[src/rtl/scl_div_pkg.sv]
package scl_div_pkg;

  // Fixed overheads of the period formulas
  localparam int STD_OVH  = 5;
  localparam int FAST_OVH = 6;
  localparam int HIGH_OVH = 2;

  typedef enum logic [1:0] {
    PH_IDLE = 2'd0,
    PH_LOW  = 2'd1,
    PH_HIGH = 2'd2
  } phase_e;

  // control -> datapath
  typedef struct packed {
    logic cntClr;
    logic cntInc;
  } cnt_cmd_s;

  // datapath -> control
  typedef struct packed {
    logic lowLast;
    logic highLast;
    logic lowMid;
    logic highMid;
  } cnt_stat_s;

endpackage

[src/rtl/scl_div_dp.sv]
module scl_div_dp
  import scl_div_pkg::*;
#(
  parameter int DIV_W   = 12,
  parameter int REG_W   = 8,
  parameter int MIN_DIV = 2
) (
  input  logic             clk,
  input  logic             rstN,
  input  logic             ctrlWr,
  input  logic             extWr,
  input  logic [REG_W-1:0] wrData,
  output logic [REG_W-1:0] ctrlRd,
  output logic [REG_W-1:0] extRd,
  input  cnt_cmd_s         cmd,
  output cnt_stat_s        stat
);

  localparam int LO_W  = REG_W - 1;      // divider bits in the control register
  localparam int HI_W  = DIV_W - LO_W;   // divider bits in the extension register
  localparam int CNT_W = DIV_W + 2;      // holds 3*Dmax + overhead

  logic [REG_W-1:0] ctrlReg;
  logic [HI_W-1:0]  extReg;
  logic [CNT_W-1:0] cnt;

  always_ff @(posedge clk) begin
    if (!rstN) begin
      ctrlReg <= '0;
      extReg  <= '0;
    end else begin
      if (ctrlWr) ctrlReg <= wrData;
      if (extWr)  extReg  <= wrData[HI_W-1:0];
    end
  end

  assign ctrlRd = ctrlReg;
  assign extRd  = {{(REG_W-HI_W){1'b0}}, extReg};

  logic             fastMode;
  logic [DIV_W-1:0] rawDiv;
  logic [DIV_W-1:0] effDiv;
  logic [CNT_W-1:0] divW;
  logic [CNT_W-1:0] periodLen;
  logic [CNT_W-1:0] highLen;
  logic [CNT_W-1:0] lowLen;

  always_comb begin
    fastMode = ctrlReg[REG_W-1];
    rawDiv   = {extReg, ctrlReg[LO_W-1:0]};
    effDiv   = (rawDiv < DIV_W'(MIN_DIV)) ? DIV_W'(MIN_DIV) : rawDiv;
    divW     = CNT_W'(effDiv);
    periodLen = fastMode ? (divW + divW + divW + CNT_W'(FAST_OVH))
                         : (divW + divW + CNT_W'(STD_OVH));
    highLen  = divW + CNT_W'(HIGH_OVH);
    lowLen   = periodLen - highLen;
  end

  always_ff @(posedge clk) begin
    if (!rstN)           cnt <= '0;
    else if (cmd.cntClr) cnt <= '0;
    else if (cmd.cntInc) cnt <= cnt + 1'b1;
  end

  // >= keeps a phase finite if the divider is rewritten mid-phase
  always_comb begin
    stat.lowLast  = (cnt >= lowLen - 1'b1);
    stat.highLast = (cnt >= highLen - 1'b1);
    stat.lowMid   = (cnt == (lowLen >> 1));
    stat.highMid  = (cnt == (highLen >> 1));
  end

endmodule

[src/rtl/scl_div_ctrl.sv]
module scl_div_ctrl
  import scl_div_pkg::*;
(
  input  logic      clk,
  input  logic      rstN,
  input  logic      runReq,
  input  logic      sclIn,
  input  cnt_stat_s stat,
  output cnt_cmd_s  cmd,
  output logic      sclOut,
  output logic      sampleStb,
  output logic      changeStb
);

  phase_e phase, phaseNxt;

  always_comb begin
    phaseNxt   = phase;
    cmd.cntClr = 1'b0;
    cmd.cntInc = 1'b0;
    unique case (phase)
      PH_IDLE: begin
        cmd.cntClr = 1'b1;
        if (runReq) phaseNxt = PH_LOW;
      end
      PH_LOW: begin
        if (!runReq) begin
          phaseNxt   = PH_IDLE;
          cmd.cntClr = 1'b1;
        end else if (stat.lowLast) begin
          phaseNxt   = PH_HIGH;
          cmd.cntClr = 1'b1;
        end else begin
          cmd.cntInc = 1'b1;
        end
      end
      PH_HIGH: begin
        if (!runReq) begin
          phaseNxt   = PH_IDLE;
          cmd.cntClr = 1'b1;
        end else if (sclIn) begin
          if (stat.highLast) begin
            phaseNxt   = PH_LOW;
            cmd.cntClr = 1'b1;
          end else begin
            cmd.cntInc = 1'b1;
          end
        end
      end
      default: begin
        phaseNxt   = PH_IDLE;
        cmd.cntClr = 1'b1;
      end
    endcase
  end

  always_ff @(posedge clk) begin
    if (!rstN) phase <= PH_IDLE;
    else       phase <= phaseNxt;
  end

  assign sclOut    = (phase != PH_LOW);
  assign changeStb = (phase == PH_LOW)  && stat.lowMid;
  assign sampleStb = (phase == PH_HIGH) && sclIn && stat.highMid;

  // dropping the request releases the bus on the next cycle
  a_r8_release_on_drop: assert property (@(posedge clk) disable iff (!rstN)
    !runReq |=> (sclOut && !sampleStb && !changeStb));

  // a request from idle starts with a low phase
  a_r9_start_low: assert property (@(posedge clk) disable iff (!rstN)
    (phase == PH_IDLE && runReq) |=> (phase == PH_LOW));

  // a stretched SCL holds the high phase
  a_r7_hold_while_stretched: assert property (@(posedge clk) disable iff (!rstN)
    (phase == PH_HIGH && runReq && !sclIn) |=> (phase == PH_HIGH));

  // the change strobe is a single-cycle pulse
  a_r10_change_single: assert property (@(posedge clk) disable iff (!rstN)
    changeStb |=> !changeStb);

  // the sample strobe is a single-cycle pulse
  a_r11_sample_single: assert property (@(posedge clk) disable iff (!rstN)
    sampleStb |=> !sampleStb);

endmodule

[src/rtl/scl_div_gen.sv]
module scl_div_gen
  import scl_div_pkg::*;
#(
  parameter int DIV_W   = 12,
  parameter int REG_W   = 8,
  parameter int MIN_DIV = 2
) (
  input  logic             clk,
  input  logic             rstN,
  input  logic             ctrlWr,
  input  logic             extWr,
  input  logic [REG_W-1:0] wrData,
  output logic [REG_W-1:0] ctrlRd,
  output logic [REG_W-1:0] extRd,
  input  logic             runReq,
  input  logic             sclIn,
  output logic             sclOut,
  output logic             sampleStb,
  output logic             changeStb
);

  cnt_cmd_s  cmd;
  cnt_stat_s stat;

  scl_div_dp #(
    .DIV_W  (DIV_W),
    .REG_W  (REG_W),
    .MIN_DIV(MIN_DIV)
  ) uDp (
    .clk    (clk),
    .rstN   (rstN),
    .ctrlWr (ctrlWr),
    .extWr  (extWr),
    .wrData (wrData),
    .ctrlRd (ctrlRd),
    .extRd  (extRd),
    .cmd    (cmd),
    .stat   (stat)
  );

  scl_div_ctrl uCtrl (
    .clk       (clk),
    .rstN      (rstN),
    .runReq    (runReq),
    .sclIn     (sclIn),
    .stat      (stat),
    .cmd       (cmd),
    .sclOut    (sclOut),
    .sampleStb (sampleStb),
    .changeStb (changeStb)
  );

endmodule

[config.mk]
export PLATFORM = sky130hd
export DESIGN_NAME = scl_div_gen
export DESIGN_NICKNAME = d
export VERILOG_FILES = /design/src/rtl/scl_div_pkg.sv /design/src/rtl/scl_div_dp.sv /design/src/rtl/scl_div_ctrl.sv /design/src/rtl/scl_div_gen.sv
export SDC_FILE = /design/constraint.sdc
export NUM_CORES = 1
export LEC_CHECK = 0
export BUFFER_PORTS_ARGS = -buffer_cell sky130_fd_sc_hd__buf_2
export CAP_MARGIN = 20
export CORE_MARGIN = 2
export CORE_UTILIZATION = 45
export DETAILED_ROUTE_END_ITERATION = 16
export HOLD_SLACK_MARGIN = 0.1
export PLACE_DENSITY = 0.63
export SYNTH_ARGS = -nofsm -noshare
export SYNTH_HDL_FRONTEND = slang
export SYNTH_SLANG_ARGS = --single-unit
[constraint.sdc]
create_clock -name clk -period 12.5 [get_ports clk]
set_input_delay 2.5 -clock clk [delete_from_list [all_inputs] [get_ports clk]]
set_output_delay 2.5 -clock clk [all_outputs]
set_load 0.02 [all_outputs]
==> Word level (Yosys, flattened, before mapping) <==
Index checks and enable logic that the tools add are counted.
{ "totals": {"regBits": 29, "latchBits": 0, "mem_bits_rw": 0, "mem_bits_ro": 0, "in_bits": 14, "output_inout_bits": 19, "n_memories": 0} }
{ "classes": {"addsub": 9, "n_mul": 0, "div": 0, "n_lt_le_gt_ge": 3, "eq_ne": 9, "n_shift": 0, "mux": 20, "n_bitwise": 1, "n_reduce_logical": 6} }
{ "ops": {"columns": ["operator", "count"], "rows": [
  ["$add 14x3->14 const B", 2],
  ["$eq 14x13->1", 2],
  ["$ge 14x14->1", 2],
  ["$sub 14x1->14 const B", 2],
  ["$add 14x1->14 const B", 1],
  ["$add 14x12->14", 1],
  ["$mux 14", 1],
  ["$mux 2", 7],
  ["$sub 14x14->14", 1],
  ["$add 12x12->13", 1],
  ["$add 12x2->13 const B", 1],
  ["$lt 12x2->1 const B", 1],
  ["$mux 12", 1],
  ["$ne 3x3->1 const B", 3],
  ["$mux 1", 8],
  ["$pmux 2 s3", 1],
  ["$pmux 1 s2", 2],
  ["$reduce_and 4->1", 1],
  ["$logic_and 1x1->1", 3],
  ["$eq 2x1->1 const B", 1],
  ["$eq 2x2->1 const B", 1],
  ["$logic_not 2->1", 1],
  ["$ne 2x1->1 const B", 1],
  ["$ne 2x2->1 const B", 1],
  ["other kinds (2)", 2]
]} }

==> Depth between registers and ports, before layout <==
Gate-level depths: netlist of run 1.
{ "logic_depth": {"word_depth": 13, "mapped_depth": 36} }

==> Hierarchy <==
From an unflattened synthesis of run 1, not the netlist that was laid out.
{ "hier_totals": {"cells_unflattened": 562, "area_unflattened_um2": 4376.7} }
{ "modules_own_cells": {"columns": ["mod", "n_inst", "cells_each", "area_each_um2"], "rows": [
  ["scl_div_dp", 1, 531, 4116.4],
  ["scl_div_ctrl", 1, 31, 260.2]
]} }

==> Least setup slack after synthesis of run 1 <==
No wires, ideal clock.
{ "synth_timing": {"kind": "register to output", "start": "register uDp.extReg[3]", "end": "output port changeStb", "arrival_time_ns": 5.598, "slack_ns": 4.402, "stages_incl_launch_ff": 28, "path_cell_list": "dfxtp_1 -> inv_1 -> ha_1 -> a31o_1 -> buf_2 -> ha_1 -> inv_1 -> ha_1 -> inv_1 -> fa_1 -> nor2b_1 -> o21ai_0 -> a21oi_1 -> o21ai_0 -> a21boi_1 -> o21a_1 -> or3_1 -> a31o_2 -> ha_1 -> clkbuf_1 -> xnor2_1 -> nor3_1 -> a211oi_1 -> o2111ai_1 -> a311oi_1 -> and4_1 -> o311ai_1 -> nor4_1"} }
{ "synth_via": {"elab_chain_len": 9, "elab_cells_between_ends": 11, "classes_between": "add/sub: 6; order compare: 1; eq/ne: 1; mux: 2; reduce/logical: 1"} }
{ "synth_rtl": {"columns": ["item", "line", "rtl"], "rows": [
  ["start: declaration", "scl_div_dp.sv:24", "logic [HI_W-1:0] extReg;"],
  ["start signal: assignment", "scl_div_dp.sv:33", "if (extWr) extReg <= wrData[HI_W-1:0];"],
  ["$lt 12x2->1", "scl_div_dp.sv:51", "effDiv = (rawDiv < DIV_W'(MIN_DIV)) ? DIV_W'(MIN_DIV) : rawDiv;"],
  ["$mux 12 *", "scl_div_dp.sv:51", null],
  ["$add 12x12->13", "scl_div_dp.sv:53, scl_div_dp.sv:54", null],
  ["$add 14x12->14", "scl_div_dp.sv:53", "periodLen = fastMode ? (divW + divW + divW + CNT_W'(FAST_OVH))"],
  ["$add 14x3->14", "scl_div_dp.sv:53", null],
  ["$mux 14", "scl_div_dp.sv:53", null],
  ["$sub 14x14->14 *", "scl_div_dp.sv:56", "lowLen = periodLen - highLen;"],
  ["$eq 14x13->1 *", "scl_div_dp.sv:69", "stat.lowMid = (cnt == (lowLen >> 1));"],
  ["$logic_and 1x1->1 *", "scl_div_ctrl.sv:63", "assign changeStb = (phase == PH_LOW) && stat.lowMid;"],
  ["end: declaration", "scl_div_gen.sv:19", "output logic changeStb"]
]} }
Mark *: on every way between the ends. The rest lies on a longest branch, timed or not.

==> Worst setup path in the final report of run 1 <==
{ "layout_timing": {"start": "register uDp.ctrlReg[2] (netlist: uDp.ctrlRd[2])", "end": "output port changeStb"} }
{ "layout_via": {"elab_chain_len": 9, "elab_cells_between_ends": 11, "classes_between": "add/sub: 6; order compare: 1; eq/ne: 1; mux: 2; reduce/logical: 1"} }
{ "layout_rtl": {"columns": ["item", "line", "rtl"], "rows": [
  ["start: declaration", "scl_div_dp.sv:23", "logic [REG_W-1:0] ctrlReg;"],
  ["start signal: assignment", "scl_div_dp.sv:32", "if (ctrlWr) ctrlReg <= wrData;"],
  ["$lt 12x2->1", "scl_div_dp.sv:51", null],
  ["$mux 12 *", "scl_div_dp.sv:51", null],
  ["$add 12x12->13", "scl_div_dp.sv:53, scl_div_dp.sv:54", null],
  ["$add 14x12->14", "scl_div_dp.sv:53", null],
  ["$add 14x3->14", "scl_div_dp.sv:53", null],
  ["$mux 14", "scl_div_dp.sv:53", null],
  ["$sub 14x14->14 *", "scl_div_dp.sv:56", null],
  ["$eq 14x13->1 *", "scl_div_dp.sv:69", null],
  ["$logic_and 1x1->1 *", "scl_div_ctrl.sv:63", null]
]} }
Marks and branches as above.

==> results.toml, run 1 <==
[run_status]
outcome = "finished clean"

[routing]
routed-wl-met2_mm = 5.68
drt-initial-drc-count = 179
highest_layer = "met4"
drt-total-wl_mm = 11.9
met1_length_mm = 5.29
ant_nets = 0
first_pass_iters = 4
via_per_inst = 5.81
wire_per_inst_um = 16.7
route.vias.total = 4142
wl_met3_um = 533
drc = 0

[placement]
dp_slack_ns = 4.33
place_inst = 706
dp_hpwl_mm = 9.62
io_buffer_count = 29
gp_congestion = 0.942

[yosys]
synthArstFlopShare_pct = 0
synth-warning-count = 0
ys_seq_elements = 29
syn_area_um2 = 4460
yosysUniqueCellTypes = 67
synth_ff_type = "dfxtp_1"
syn_avg_cell_area_um2 = 7.83
netlist_instances = 570
synth_edf_count = 0
synth_seq_area_share_pct = 13.0

[floorplan]
die_h_um = 104
dieArea_um2 = 10700
initial_core_util_pct = 46.1
std_cell_rows = 36
die_w_um = 104
io_pins = 33
core_area_um2 = 9680

[clock_network]
clkSinkCount = 29
clock_latency_ns = 0.28
h-tree-depth = 2
clk_path_buf_depth = 2
path_clk_slew_ns = 0.06
cts_buffers = 5
root_buffer = "clkbuf_8"
cts_resized = 0
cts_setup_buffers = 0
cts_tree = "done"
hold_buffers = 0

[critical_path]
rr_worst_depth = 30
end_kind = "output pin"
rr_startpoint = "uDp.ctrlRd[2]$_SDFFE_PN0P_"
r2r_slack_ns = 5.05
start_kind = "register"
crit_type = "reg -> out"
crit_arrival_ns = 6.10
r2r_end = "uDp.cnt[9]$_SDFFE_PP0P_"
cpPeakStageDelay_ns = 0.44
crit_slowest_cell = "a31o_1"
crit_path_max_fanout = 10
worstPathRequired_ns = 10.00

[sta]
setup_violations = 0
clock.fmax_mhz = 116
finalWorstSetupSlack_ns = 3.90
tns_ns = 0
fin_crit_sh_pct = 68.8
finalMaxSlewViolations = 0
worst_slew_pin_slew_ns = 0.789
skew_ns = 0.00269
rsz0062_at_grt = "false"
final-hold-violation-count = 0
max_slew_margin_pct = 46.7
period_minus_slack_ns = 8.60

[final_layout]
nets = 667
syn2layout_area_growth_pct = 6.31
num_antenna_cells = 0
drive_gt1_share_pct = 8.45
finalNonFillerCells = 713

[global_routing]
antenna_found_initial = 0
grt_pass1_vias = 4069
grt_start_max_net_pins = 24
grt_use_total_pct = 22.0
grt.overflow.total = 0
grt_pass1_wl_mm = 19.6

[flow_run]
max-cap-violations = 0

[pwr]
power_density_nw_per_um2 = 95.9
vdd_drop_max_uv = 45.5
finalPower_mw = 0.455
power_leakage_nw = 2.16

[hold_path]
hp-class = "reg -> reg"
hold_start = "uDp.ctrlRd[0]$_SDFFE_PN0P_"
min_path_cells = 2
hold_path_end = "uDp.ctrlRd[0]$_SDFFE_PN0P_"
==> critical path, delay by kind of cell (launching register included) <==
family                   cells  cell delay, ns
buffers and inverters        3            0.42
adder cells (fa/ha/maj)      4            1.36
XOR/XNOR                     1            0.31
AND/OR/NAND/NOR              5            1.09
flip-flops                   1            0.40
AO/OA/AOI/OAI               12            2.24
==> cell type report <==
type	count	area, µm²
inverter	32	120
fill	945	4940
clock buffer	7	86.3
timing repair buffer	30	153
multi-input combinational	482	3640
sequential	29	581
tap	133	166
==> worst max path at each step <==
stage / slack [ns] / cells after the start / from / to
after floorplan: 4.40 / 27 / uDp.extReg[3]$_SDFFE_PN0P_ / changeStb
after global placement: 4.46 / 25 / uDp.ctrlRd[2]$_SDFFE_PN0P_ / changeStb
after detailed placement: 4.33 / 25 / uDp.ctrlRd[2]$_SDFFE_PN0P_ / changeStb
after CTS: 3.97 / 25 / uDp.ctrlRd[2]$_SDFFE_PN0P_ / changeStb
after global routing: 3.42 / 25 / uDp.ctrlRd[6]$_SDFFE_PN0P_ / changeStb
final: 3.90 / 25 / uDp.ctrlRd[2]$_SDFFE_PN0P_ / changeStb
==> power breakdown <==
part	switching, mW	leakage, nW	internal, mW	total (mW)
Clock	0.0381	0.0443	0.0437	0.0818
Sequential	0.00561	0.237	0.0961	0.102
Combinational	0.162	1.88	0.109	0.271
Total	0.206	2.16	0.249	0.455
==> through the flow <==
stage	hold slack (ns)	util, %	area (µm²)
after global placement	0.536	48.1	4660
after floorplan	0.502	-	4470
after CTS	0.557	49.0	4740
after global routing	0.598	49.0	4740
after detailed placement	0.540	48.1	4660
final	0.559	49.0	4740
==> flip-flops by register name, indices dropped and copies added (netlist names) <==
register,flops
uDp.ctrlRd,8
uCtrl.phase,2
uDp.extReg,5
uDp.cnt,14
==> cells in the mapped netlist, types with 3 or more instances <==
cell type | count | area, µm²
nor2_1 | 49 | 184
a31oi_1 | 3 | 18.8
a21o_1 | 18 | 135
ha_1 | 71 | 888
buf_4 | 3 | 22.5
mux2i_1 | 17 | 170
a21oi_1 | 36 | 180
or4_1 | 3 | 22.5
o21ai_1 | 7 | 35.0
xnor2_1 | 34 | 298
inv_1 | 32 | 120
o21a_1 | 5 | 37.5
nand2_1 | 25 | 93.8
o2111a_1 | 3 | 33.8
nand4_1 | 12 | 75.1
clkbuf_1 | 21 | 78.8
buf_2 | 3 | 15.0
and2_1 | 8 | 50.1
nor4_1 | 8 | 50.1
nor3_1 | 13 | 65.1
nand3_1 | 21 | 105
a211oi_1 | 10 | 75.1
o31ai_1 | 5 | 37.5
nand2b_1 | 4 | 25.0
xor2_1 | 30 | 263
and4_1 | 3 | 26.3
o21ai_0 | 27 | 135
dfxtp_1 | 29 | 581
and3_1 | 6 | 37.5
or3_1 | 13 | 81.3
==> layer usage <==
layer | GRT usage [%] | vias to the layer above
li1 | - | 2078
met1 | 27.1 | 1934
met2 | 38.1 | 107
met3 | 3.65 | 23
met4 | 9.07 | 0
met5 | 0 | -
==> cells by family (layout without fill, tap and decap cells) <==
kind of cell	count (synthesis)	after routing	share of synthesized area [%]
AND/OR/NAND/NOR	178	178	20.8
adder cells (fa/ha/maj)	73	73	20.8
XOR/XNOR	67	67	13.7
buffers and inverters	62	69	5.72
multiplexers	17	17	3.81
other	1	4	0.0840
AO/OA/AOI/OAI	143	143	22.1
flip-flops	29	29	13.0
==> cell usage in the layout (no fill, tap or decap), types with 3 or more instances in the layout <==
master / count
ha_1: 71
nor2_1: 49
a21oi_1: 36
xnor2_1: 34
inv_1: 32
xor2_1: 30
buf_2: 29
dfxtp_1: 29
o21ai_0: 27
nand2_1: 25
nand3_1: 21
a21o_1: 18
mux2i_1: 17
or3_1: 13
nor3_1: 13
nand4_1: 12
a211oi_1: 10
nor4_1: 8
and2_1: 8
o21ai_1: 7
and3_1: 6
clkbuf_8: 6
o21a_1: 5
o31ai_1: 5
nand2b_1: 4
conb_1: 4
o2111a_1: 3
a31oi_1: 3
and4_1: 3
or4_1: 3
Note: power is estimated with default switching activity, not from simulation.
==> inputs of run 2 (changes only) <==
==> constraint.sdc (replaced) <==
create_clock -name clk -period 8 [get_ports clk]
set_input_delay 1.6 -clock clk [delete_from_list [all_inputs] [get_ports clk]]
set_output_delay 1.6 -clock clk [all_outputs]
set_load 0.02 [all_outputs]
==> run 2 against run 1 <==
  * Hold slack improved by 0.0084 ns
  * Clock-buffer cell count did not move
  * Die area did not move
  * Global-route usage fell by 0.36 points
  * Critical path depth rose by 1
  * Wire length fell by 0.55%
  * Setup slack got worse by 3.5 ns
  * Final cell count rose by 0.14%
  * Flip-flop and latch count did not move
  * Combinational power rose by 56%
==> results.toml, run 2 (synthesis results as in run 1) <==
[run_status]
outcome = "finished clean"

[sta]
period_minus_slack_ns = 7.58
setup_violations = 0
max_slew_margin_pct = 54.9
skew_ns = 0.00456
finalMaxSlewViolations = 0
tns_ns = 0
worst_slew_pin_slew_ns = 0.674
finalWorstSetupSlack_ns = 0.420
fin_crit_sh_pct = 94.7
final-hold-violation-count = 0
clock.fmax_mhz = 132

[routing]
wire_per_inst_um = 16.6
route.vias.total = 4172
drc = 0
ant_nets = 0
drt-total-wl_mm = 11.8
first_pass_iters = 4
drt-initial-drc-count = 190
via_per_inst = 5.84

[hold_path]
hp-class = "reg -> reg"

[final_layout]
final_common_cell = "ha_1"
syn2layout_area_growth_pct = 6.87
num_antenna_cells = 0
mostFrequentLayoutCells = "71 x ha_1, 49 x nor2_1, 36 x a21oi_1"
multiInputGateArea_um2 = 3650
drive_gt1_share_pct = 9.29
nets = 667
largest_reg_flops = 14
utilization_pct = 49.2
postLayoutCellArea_um2 = 4770
seq_area_um2 = 581
regMostFlops = "uDp.cnt"
nFillCells = 950

[floorplan]
dieArea_um2 = 10700
io_pins = 33
core_area_um2 = 9680
die_w_um = 104
die_h_um = 104
std_cell_rows = 36
initial_core_util_pct = 46.1

[critical_path]
cpPeakStageDelay_ns = 0.46
crit_family = "compound AO/OA/AOI/OAI gates"
worstPathRequired_ns = 6.40
cpMostUsedCell = "ha_1"
crit_arrival_ns = 5.98
crit_path_max_fanout = 10
start_kind = "register"
end_kind = "output pin"
crit_slowest_cell = "dfxtp_1"
crit_buf_inv = 4
crit_type = "reg -> out"

[clock_network]
cts_tree = "done"
clk_path_buf_depth = 2
hold_buffers = 0
cts_resized = 0
h-tree-depth = 2
clkSinkCount = 29
cts_setup_buffers = 0
clock_latency_ns = 0.28
root_buffer = "clkbuf_8"
cts_buffers = 5
path_clk_slew_ns = 0.07

[global_routing]
grt_pass1_vias = 3951
grt_start_max_net_pins = 25
grt_pass1_wl_mm = 19.1
grt.overflow.total = 0
antenna_found_initial = 0
grt_use_total_pct = 21.7

[pwr]
finalPower_mw = 0.722
vdd_drop_max_uv = 78.1
power_density_nw_per_um2 = 151
power_leakage_nw = 2.18

[flow_run]
max-cap-violations = 0

[placement]
gp_congestion = 0.944
dp_slack_ns = 0.670
postPlaceCellArea_um2 = 4660
io_buffer_count = 29
dp_hpwl_mm = 9.54
==> run 2: routing by layer <==
metal | up-vias | track usage, % | part of all wire (%)
met5 | - | 0 | 0
met3 | 18 | 3.52 | 3.6
li1 | 2086 | - | -
met4 | 0 | 6.27 | 2.0
met2 | 97 | 38.7 | 49
met1 | 1971 | 26.8 | 45
==> run 2: path summary, 6_finish.rpt <==
path / startpoint / endpoint / slack (ns) / depth (start not counted)
max: uDp.extReg[3]$_SDFFE_PN0P_ / changeStb / 0.42 / 26
min reg2reg: uDp.ctrlRd[0]$_SDFFE_PN0P_ / uDp.ctrlRd[0]$_SDFFE_PN0P_ / 0.57 / 2
max reg2reg: uDp.extReg[3]$_SDFFE_PN0P_ / uDp.cnt[11]$_SDFFE_PP0P_ / 0.82 / 31
min: uDp.ctrlRd[0]$_SDFFE_PN0P_ / uDp.ctrlRd[0]$_SDFFE_PN0P_ / 0.57 / 2
==> run 2: cell type report <==
cell class / count / share of cell area (%)
multi-input combinational: 482 / 76.5
sequential: 29 / 12.2
tap: 133 / 3.49
timing repair buffer: 30 / 3.20
inverter: 32 / 2.52
clock buffer: 7 / 2.02
clock inverter: 1 / 0.105
==> run 2: worst reg2reg max path, delay by kind of cell (launching register included) <==
kind	cells	cell delay, ns
compound gates	13	2.88
fa+ha+maj	6	1.77
simple gates	7	1.41
flops	1	0.46
xor+xnor	2	0.32
buf+inv	3	0.29
==> run 2: through the flow <==
| stage | instances | hold WS [ns] |
|---|---|---|
| 2_1_floorplan | 573 | 0.502 |
| 3_3_place_gp | 706 | 0.535 |
| 3_5_place_dp | 706 | 0.546 |
| 4_1_cts | 714 | 0.564 |
| 5_1_grt | 714 | 0.599 |
| 6_report | 714 | 0.567 |
==> run 2: power breakdown <==
group	leakage, nW	total [mW]	switching, mW	internal [mW]
Combinational	1.89	0.424	0.253	0.171
Clock	0.0542	0.138	0.0604	0.0778
Sequential	0.237	0.159	0.00902	0.150
